File: src/rtl/page_commit_pkg.sv
`timescale 1ns/1ps
// Shared types for the page commit unit.
// Assumes: a two-state controller is enough (idle or programming).
package page_commit_pkg;
    typedef enum logic {
        PC_IDLE = 1'b0,
        PC_PROG = 1'b1
    } pc_state_e;
endpackage

File: src/rtl/pc_addr_ptr.sv
`timescale 1ns/1ps
// Shared word address pointer.
// A load replaces the whole address. A step increments only the low
// OFF_W bits, so the page bits above them stay fixed.
// Assumes: load_i and step_i are never both high (the top gives load priority).
module pc_addr_ptr #(
    parameter int ADDR_W = 14,
    parameter int OFF_W  = 6
) (
    input  logic              clk,
    input  logic              rst_n,
    input  logic              load_i,
    input  logic [ADDR_W-1:0] load_addr_i,
    input  logic              step_i,
    output logic [ADDR_W-1:0] ptr_o
);
    logic [ADDR_W-1:0] ptr_q;

    // Pointer register: load, in-page step, or hold.
    always_ff @(posedge clk) begin
        if (!rst_n) begin
            ptr_q <= '0;
        end else if (load_i) begin
            ptr_q <= load_addr_i;
        end else if (step_i) begin
            ptr_q <= {ptr_q[ADDR_W-1:OFF_W], ptr_q[OFF_W-1:0] + OFF_W'(1)};
        end
    end

    assign ptr_o = ptr_q;
endmodule

File: src/rtl/pc_page_buf.sv
`timescale 1ns/1ps
// Page holding buffer with a per-byte valid mask.
// Each slot keeps one byte and a valid bit. A clear empties all valid bits.
// The data storage has no reset; only the mask says what is meaningful.
// Assumes: clear_i and wr_i never hit the same slot in one cycle.
module pc_page_buf #(
    parameter int OFF_W  = 6,
    parameter int DATA_W = 8,
    localparam int SLOTS = 1 << OFF_W
) (
    input  logic                    clk,
    input  logic                    rst_n,
    input  logic                    wr_i,
    input  logic [OFF_W-1:0]        wr_off_i,
    input  logic [DATA_W-1:0]       wr_data_i,
    input  logic                    clear_i,
    output logic [SLOTS*DATA_W-1:0] data_o,
    output logic [SLOTS-1:0]        mask_o
);
    logic [SLOTS-1:0][DATA_W-1:0] slot_d;
    logic [SLOTS-1:0]             slot_v;

    for (genvar k = 0; k < SLOTS; k++) begin : g_slot
        logic hit;
        assign hit = wr_i && (wr_off_i == OFF_W'(k));

        // Valid bit: cleared on a buffer clear, set on a write to this slot.
        always_ff @(posedge clk) begin
            if (!rst_n) begin
                slot_v[k] <= 1'b0;
            end else if (clear_i) begin
                slot_v[k] <= 1'b0;
            end else if (hit) begin
                slot_v[k] <= 1'b1;
            end
        end

        // Data byte: capture on a write; a later write replaces it.
        always_ff @(posedge clk) begin
            if (hit) begin
                slot_d[k] <= wr_data_i;
            end
        end
    end

    assign data_o = slot_d;
    assign mask_o = slot_v;
endmodule

File: src/rtl/pc_prog_timer.sv
`timescale 1ns/1ps
// Self-timed programming cycle.
// A start pulse while idle runs busy for exactly PROG_CYCLES clocks.
// last_o marks the final busy cycle.
// Assumes: PROG_CYCLES >= 1; starts while busy are ignored.
module pc_prog_timer
    import page_commit_pkg::*;
#(
    parameter int PROG_CYCLES = 250000,
    localparam int CNT_W = (PROG_CYCLES > 1) ? $clog2(PROG_CYCLES) : 1
) (
    input  logic clk,
    input  logic rst_n,
    input  logic start_i,
    output logic busy_o,
    output logic last_o
);
    localparam logic [CNT_W-1:0] LAST_CNT = CNT_W'(PROG_CYCLES - 1);

    pc_state_e        state_q;
    logic [CNT_W-1:0] cnt_q;

    // Controller state and elapsed-cycle counter.
    always_ff @(posedge clk) begin
        if (!rst_n) begin
            state_q <= PC_IDLE;
            cnt_q   <= '0;
        end else begin
            case (state_q)
                PC_IDLE: begin
                    cnt_q <= '0;
                    if (start_i) state_q <= PC_PROG;
                end
                PC_PROG: begin
                    if (cnt_q == LAST_CNT) begin
                        state_q <= PC_IDLE;
                        cnt_q   <= '0;
                    end else begin
                        cnt_q <= cnt_q + CNT_W'(1);
                    end
                end
                default: state_q <= PC_IDLE;
            endcase
        end
    end

    assign busy_o = (state_q == PC_PROG);
    assign last_o = busy_o && (cnt_q == LAST_CNT);
endmodule

File: src/rtl/page_commit_unit.sv
`timescale 1ns/1ps
// Page write collector and programming controller (top).
// Collects bytes into a page buffer at the in-page pointer. On Stop it runs
// one timed programming cycle and issues a single page-wide masked write in
// the last busy cycle.
// Assumes: strobes are single-cycle pulses from the serial engine. All input
// strobes are ignored while busy. Load wins over a byte; Stop wins over a byte.
module page_commit_unit #(
    parameter int ADDR_W      = 14,
    parameter int OFF_W       = 6,
    parameter int DATA_W      = 8,
    parameter int PROG_CYCLES = 250000,
    localparam int SLOTS  = 1 << OFF_W,
    localparam int PAGE_W = ADDR_W - OFF_W
) (
    input  logic                    clk,
    input  logic                    rst_n,
    input  logic                    load_i,
    input  logic [ADDR_W-1:0]       start_addr_i,
    input  logic                    byte_we_i,
    input  logic [DATA_W-1:0]       byte_i,
    input  logic                    stop_i,
    input  logic                    wp_i,
    output logic                    mem_we_o,
    output logic [PAGE_W-1:0]       mem_page_o,
    output logic [SLOTS-1:0]        mem_mask_o,
    output logic [SLOTS*DATA_W-1:0] mem_data_o,
    output logic                    busy_o,
    output logic [ADDR_W-1:0]       addr_o
);
    logic              busy;
    logic              last;
    logic              take_load;
    logic              take_stop;
    logic              take_byte;
    logic              start_prog;
    logic              drop_buf;
    logic              clear_buf;
    logic              any_valid;
    logic [ADDR_W-1:0] ptr;
    logic [SLOTS-1:0]  mask;

    // Input acceptance: nothing gets through while busy.
    assign take_load  = load_i && !busy;
    assign take_stop  = stop_i && !busy;
    assign take_byte  = byte_we_i && !busy && !load_i && !stop_i;

    // Stop handling: program only with data and no protection; else discard.
    assign any_valid  = |mask;
    assign start_prog = take_stop && any_valid && !wp_i;
    assign drop_buf   = take_stop && wp_i;
    assign clear_buf  = take_load || drop_buf || last;

    pc_addr_ptr #(
        .ADDR_W (ADDR_W),
        .OFF_W  (OFF_W)
    ) u_ptr (
        .clk         (clk),
        .rst_n       (rst_n),
        .load_i      (take_load),
        .load_addr_i (start_addr_i),
        .step_i      (take_byte),
        .ptr_o       (ptr)
    );

    pc_page_buf #(
        .OFF_W  (OFF_W),
        .DATA_W (DATA_W)
    ) u_buf (
        .clk       (clk),
        .rst_n     (rst_n),
        .wr_i      (take_byte),
        .wr_off_i  (ptr[OFF_W-1:0]),
        .wr_data_i (byte_i),
        .clear_i   (clear_buf),
        .data_o    (mem_data_o),
        .mask_o    (mask)
    );

    pc_prog_timer #(
        .PROG_CYCLES (PROG_CYCLES)
    ) u_timer (
        .clk     (clk),
        .rst_n   (rst_n),
        .start_i (start_prog),
        .busy_o  (busy),
        .last_o  (last)
    );

    // Array write port: one page-wide strobe at the end, suppressed under protect.
    assign mem_we_o   = last && !wp_i;
    assign mem_page_o = ptr[ADDR_W-1:OFF_W];
    assign mem_mask_o = mask;
    assign busy_o     = busy;
    assign addr_o     = ptr;
endmodule

File: config.mk
export PLATFORM = sky130hd
export DESIGN_NAME = page_commit_unit
export DESIGN_NICKNAME = d
export VERILOG_FILES = /design/src/rtl/page_commit_pkg.sv /design/src/rtl/pc_addr_ptr.sv /design/src/rtl/pc_page_buf.sv /design/src/rtl/pc_prog_timer.sv /design/src/rtl/page_commit_unit.sv
export SDC_FILE = /design/constraint.sdc
export NUM_CORES = 1
export LEC_CHECK = 0
export BUFFER_PORTS_ARGS = -buffer_cell sky130_fd_sc_hd__clkbuf_2
export CAP_MARGIN = 20
export CORE_AREA = 2 2 247 249
export CTS_CLUSTER_DIAMETER = 50
export DETAILED_ROUTE_END_ITERATION = 6
export DIE_AREA = 0 0 249 251
export PLACE_DENSITY_LB_ADDON = 0.12
export SYNTH_ARGS = -nofsm -noshare
export SYNTH_HDL_FRONTEND = slang
export SYNTH_SLANG_ARGS = --single-unit
File: constraint.sdc
create_clock -name clk -period 3 [get_ports clk]
set_clock_uncertainty 0.1 [all_clocks]
set_input_delay 0.15 -clock clk [delete_from_list [all_inputs] [get_ports clk]]
set_output_delay 0.15 -clock clk [all_outputs]
set_load 0.05 [all_outputs]
# ---- Yosys cells after proc, flatten, opt, wreduce, memory -nomap -nowiden
# Cells that the tools add are included.
# W data, S select, Z words.
dict set report word_totals {
  register_bits 609
  in_bits 28
  output_inout_bits 600
  elab_cells 291
}
dict set report op_classes {
  addsub 2
  n_eq_ne 64
  n_mux 7
  bitwise_logic 2
  n_reduce_logical 84
}
# cell count
set ops {}
lappend ops {{$eq A6 B6 Y1 const B} 32}
lappend ops {{$eq A6 B5 Y1 const B} 16}
lappend ops {{$logic_and A1 B1 Y1} 74}
lappend ops {{$reduce_or A64 Y1} 1}
lappend ops {{$eq A6 B4 Y1 const B} 8}
lappend ops {{$pmux W18 S2} 1}
lappend ops {{$eq A6 B3 Y1 const B} 4}
lappend ops {{$add A18 B1 Y18 const B} 1}
lappend ops {{$eq A18 B18 Y1 const B} 1}
lappend ops {{$mux W18} 1}
lappend ops {{$mux W14} 1}
lappend ops {{$eq A6 B2 Y1 const B} 2}
lappend ops {{$add A6 B1 Y6 const B} 1}
lappend ops {{$eq A6 B1 Y1 const B} 1}
lappend ops {{$logic_not A6 Y1} 1}
lappend ops {{$mux W6} 1}
lappend ops {{$logic_not A1 Y1} 4}
lappend ops {{$logic_or A1 B1 Y1} 2}
lappend ops {{$mux W1} 2}
lappend ops {{$not A1 Y1} 2}
lappend ops {{$pmux W1 S2} 1}
lappend ops {{$reduce_bool A2 Y1} 1}
lappend ops {{$reduce_or A2 Y1} 1}

# ---- Logic depth before layout (Yosys ltp)
dict set report logic_depth {
  word_depth 6
  mapped_depth 8
  ltp_nobuf 5
}

# ---- Cells and area by module
# From an unflattened synthesis, not the netlist that was laid out.
dict set report hier_totals {
  hier_cells 934
  area_unflattened_um2 19356.1
}
# module instances cells_per_inst area_each_um2 seq_area_each_um2
set modules_own_cells {}
lappend modules_own_cells {pc_page_buf 1 741 17636.9 16656.0}
lappend modules_own_cells {pc_prog_timer 1 98 884.6 380.4}
lappend modules_own_cells {pc_addr_ptr 1 60 600.6 280.3}
lappend modules_own_cells {page_commit_unit 1 35 234.0 0.0}

# ---- Least setup slack after synthesis
# No wires, ideal clock.
dict set report synth_path {
  kind {register to register}
  startpoint {reg u_timer.state_q (netlist: u_timer.busy_o)}
  endpoint {reg u_buf.slot_d, in the netlist u_buf.data_o[0] (enable)}
  setup_time_ns 0.374
  arrival_time_ns 2.006
  required_time_ns 2.526
  slack_ns 0.520
  stages_incl_launch_ff 7
  path_buffers 3
  period_less_slack_ns 2.480
  cell_sequence {dfxtp_1 buf_6 nor4b_4 buf_6 or3b_1 buf_6 nor2_1}
}
dict set report synth_via {
  elab_chain_cells 5
}
# element line_no
set synth_lines {}
lappend synth_lines {{start, declared} pc_prog_timer.sv:20} ;# pc_state_e state_q;
lappend synth_lines {{start signal, assigned} pc_prog_timer.sv:26} ;# state_q <= PC_IDLE;
lappend synth_lines {{start signal, assigned} pc_prog_timer.sv:32} ;# if (start_i) state_q <= PC_PROG;
lappend synth_lines {{start signal, assigned} pc_prog_timer.sv:36} ;# state_q <= PC_IDLE;
lappend synth_lines {{$logic_not A1 Y1} page_commit_unit.sv:46} ;# assign take_byte = byte_we_i && !busy && !load_i && !stop_i;
lappend synth_lines {{$logic_and A1 B1 Y1 (3 in series)} page_commit_unit.sv:46}
lappend synth_lines {{$logic_and A1 B1 Y1} pc_page_buf.sv:25} ;# assign hit = wr_i && (wr_off_i == OFF_W'(k));
lappend synth_lines {{via u_buf.g_slot[0].hit} pc_page_buf.sv:24} ;# logic hit;
lappend synth_lines {{end signal, assigned by index} pc_page_buf.sv:41} ;# slot_d[k] <= wr_data_i;
lappend synth_lines {{end, declared} pc_page_buf.sv:20} ;# logic [SLOTS-1:0][DATA_W-1:0] slot_d;
# The timed path passes the listed nets, and every way through them passes these cells.
# A chain may end at the register's enable or synchronous reset.

# ---- Final worst setup path
dict set report layout_path {
  startpoint {reg u_timer.cnt_q[0]}
  endpoint {out mem_we_o}
}
dict set report layout_via {
  elab_chain_cells 3
}
# element line_no
set layout_lines {}
lappend layout_lines {{start, declared} pc_prog_timer.sv:21} ;# logic [CNT_W-1:0] cnt_q;
lappend layout_lines {{start signal, assigned} pc_prog_timer.sv:39} ;# cnt_q <= cnt_q + CNT_W'(1);
lappend layout_lines {{$eq A18 B18 Y1} pc_prog_timer.sv:48} ;# assign last_o = busy_o && (cnt_q == LAST_CNT);
lappend layout_lines {{$logic_and A1 B1 Y1} pc_prog_timer.sv:48}
lappend layout_lines {{$logic_and A1 B1 Y1} page_commit_unit.sv:91} ;# assign mem_we_o = last && !wp_i;
lappend layout_lines {{end, declared} page_commit_unit.sv:24} ;# output logic mem_we_o,
# Every way passes these cells.

==> impl_metrics.ini <==
[synthesis]
synth_nets = 981
ys_warn_count = 0
netlist_instances = 948
netlist_top_cells_area = edfxtp_1 79%, dfxtp_1 10%, o21a_1 2.5%, nor2_1 1.5%, nand2_1 0.72%
ys_dominant_reg_cell = edfxtp_1
netlist.area_leader.share_pct = 79.4
synth-seq-cells = 609
netlist_top_cells_count = 512 x edfxtp_1, 97 x dfxtp_1, 76 x nor2_1
synth.most_common_cell = edfxtp_1
synthesis.area_sq_um = 19400
avgSynthCellArea_sq_um = 20.4
synth_cell_type_count = 38
synth.largest_area_cell = edfxtp_1
synthArstFlopShare_pct = 0
synth_edf_count = 512
synth_seq_area_share_pct = 89.5

[routing]
drt_first_pass_iters = 5
wl_mm = 67.2
wl_per_cell_um = 26.1
antenna_left = 0
drc = 0
wl_met2_mm = 33.6
wl_met1_mm = 26.5
vias = 11800
first_iter_violations = 824
viasPerCell = 4.57
maxUsedRoutingLayer = met4
dr_wl_met3_mm = 5.15

[job]
cap_viol_max_count = 0

[critical_path]
critical_path_class = reg -> out
critPathTopFamily = simple AND/OR/NAND/NOR gates
critPathMaxStageDelay_ns = 0.42
r2r_slack_ns = 0.26
critical_path.cell_chain = ha_1, nand3_1, nor4_1, buf_4, nand3_1, nor2_1, clkbuf_2
required_ns = 2.75
critPathMaxFanout = 4
path_buf_inv = 2
crit_top_cell = nand3_1
critPathLaunchType = register
end_kind = primary output
r2r_cells = 6
arrival_ns = 2.53
r2r_end = u_timer.busy_o$_SDFF_PN0_
r2r-start = u_buf.mask_o[27]$_SDFFE_PP0P_
slowest_stage = nor4_1

[placement]
placedCellCount = 2406
gp_congestion = 0.811
dp_hpwl_mm = 47.1
port_buffers = 627
place_ws_ns = 0.531
place_area_sq_um = 24000

[cts]
tritoncts = done
worstSkewPairLatency_ns = 0.59
clock_sinks = 609
htreeDepth = 3
cts_inserted_buffers = 71
clockBufferDepth = 3
clk_pin_slew_ns = 0.05
cts_root_buffer = clkbuf_16

[outcome]
status = complete, no violations

[power_and_ir_drop]
power.leakage_uw = 0.0102
total_power_uw = 18100
powerDensity_nw_per_um2 = 682
ir_worst_vdd_mv = 0.409

[global_routing]
grt-ovfl-total = 0
grt_max_degree = 53
antenna_found_initial = 0
grt_pass1_vias = 11600
track_usage_pct = 21.0
grt_first_pass_wirelength_mm = 91.9

[finish]
finalNetCount = 1768
postLayoutCellArea_sq_um = 26600
area_growth_pct = 37.5
antennaDiodeCount = 0
finalNonFillerCells = 2573
drive_above_1_share_pct = 46.0

[hold_path]
holdPathEnd = u_buf.data_o[104]$_DFFE_PP_
holdCritPathClass = in -> reg
min_from = byte_i[0]
holdPathStages = 1

[timing]
drv_slew = 0
relSlewSlack_pct = 31.2
setup_viol = 0
rsz0062_at_grt = no
finalSetupTns_ns = 0
worst_slew_pin_slew_ns = 1.03
min_period_ns = 2.78
timing.fmax_mhz = 360
timing.final.ws_setup_ns = 0.223
hold_violations = 0
finalCritPeriodShare_pct = 92.6

[floorplanning]
die_x_um = 249
die_h_um = 251
initial_core_util_pct = 32.4
io_pins = 628
num_rows = 90
core_sq_um = 59800
die_area_sq_um = 62500
[metal layers]
layer / up-vias / global-route usage [%]
li1: 5197 / -
met1: 5962 / 25.3
met2: 513 / 35.6
met3: 96 / 6.40
met4: 0 / 7.58
met5: - / 0
[worst max path at each step]
stage               slack (ns)  cells past startpoint                        start                     endpoint
floorplan                 0.52                      6    u_timer.busy_o$_SDFF_PN0_    u_buf.data_o[0]$_DFFE_PP_
global placement          0.52                      6    u_timer.busy_o$_SDFF_PN0_    u_buf.data_o[7]$_DFFE_PP_
detailed placement        0.53                      6    u_timer.busy_o$_SDFF_PN0_  u_buf.data_o[111]$_DFFE_PP_
CTS                       0.16                      7  u_timer.cnt_q[0]$_SDFF_PP0_                     mem_we_o
global route              0.04                      7  u_timer.cnt_q[0]$_SDFF_PP0_                     mem_we_o
finish                    0.22                      7  u_timer.cnt_q[0]$_SDFF_PP0_                     mem_we_o
[layout make-up]
cell class	instances	area, sq um
sequential	609	17300
clock buffer	97	1990
fill	5398	33200
timing repair buffer	743	4170
inverter	6	22.5
clock inverter	32	295
multi-input combinational	304	1850
tap	782	978
[registers in the layout (all words and copies together), names as in the netlist]
register / cells
u_timer.busy_o: 1
u_buf.data_o: 512
u_buf.mask_o: 64
u_ptr.ptr_o: 14
u_timer.cnt_q: 18
[where the power goes]
part / leakage, uW / switching, uW / total [uW] / internal, uW
Combinational: 0.00373 / 410 / 528 / 118
Clock: 0.00112 / 3400 / 8410 / 5010
Sequential: 0.00539 / 22.2 / 9210 / 9190
[repair_timing]
action                                 CTS  global route
hold buffers                            38             0
resized for setup                        0             0
endpoints found under the hold margin   36             0
setup buffers                            0             0
[cells in the final DEF (no fill, tap or decap), drive strengths merged, types with 6 or more instances in the layout]
master       synthesis  layout
a21oi               15      15
dfxtp               97      97
nand2               37      37
nand4               10      10
nor4                18      18
edfxtp             512     512
clkbuf              15     724
buf                 14      78
inv                  6      13
o21a                64      64
clkinv               0      19
xor2                 9       9
xnor2                7       7
o21ai                6       6
nor2                86      86
nand3               12      12
dlygate4sd3          0      38
[cells by family (layout without fill, tap and decap cells)]
group	after synthesis	after routing	synth area share (%)
buf+inv	35	878	1.05
mux	1	1	0.0517
flops	609	609	89.5
simple gates	188	188	4.99
compound gates	94	94	3.41
xor+xnor	16	16	0.724
fa+ha+maj	5	5	0.323
[metrics by stage]
step                hold slack [ns]  utilization (%)
floorplan                     0.149                -
global placement              0.276             40.0
detailed placement            0.283             40.1
CTS                          0.0134             44.5
global route                 0.0465             44.5
finish                       0.0353             44.5
Note: power is estimated with default switching activity, not from simulation.
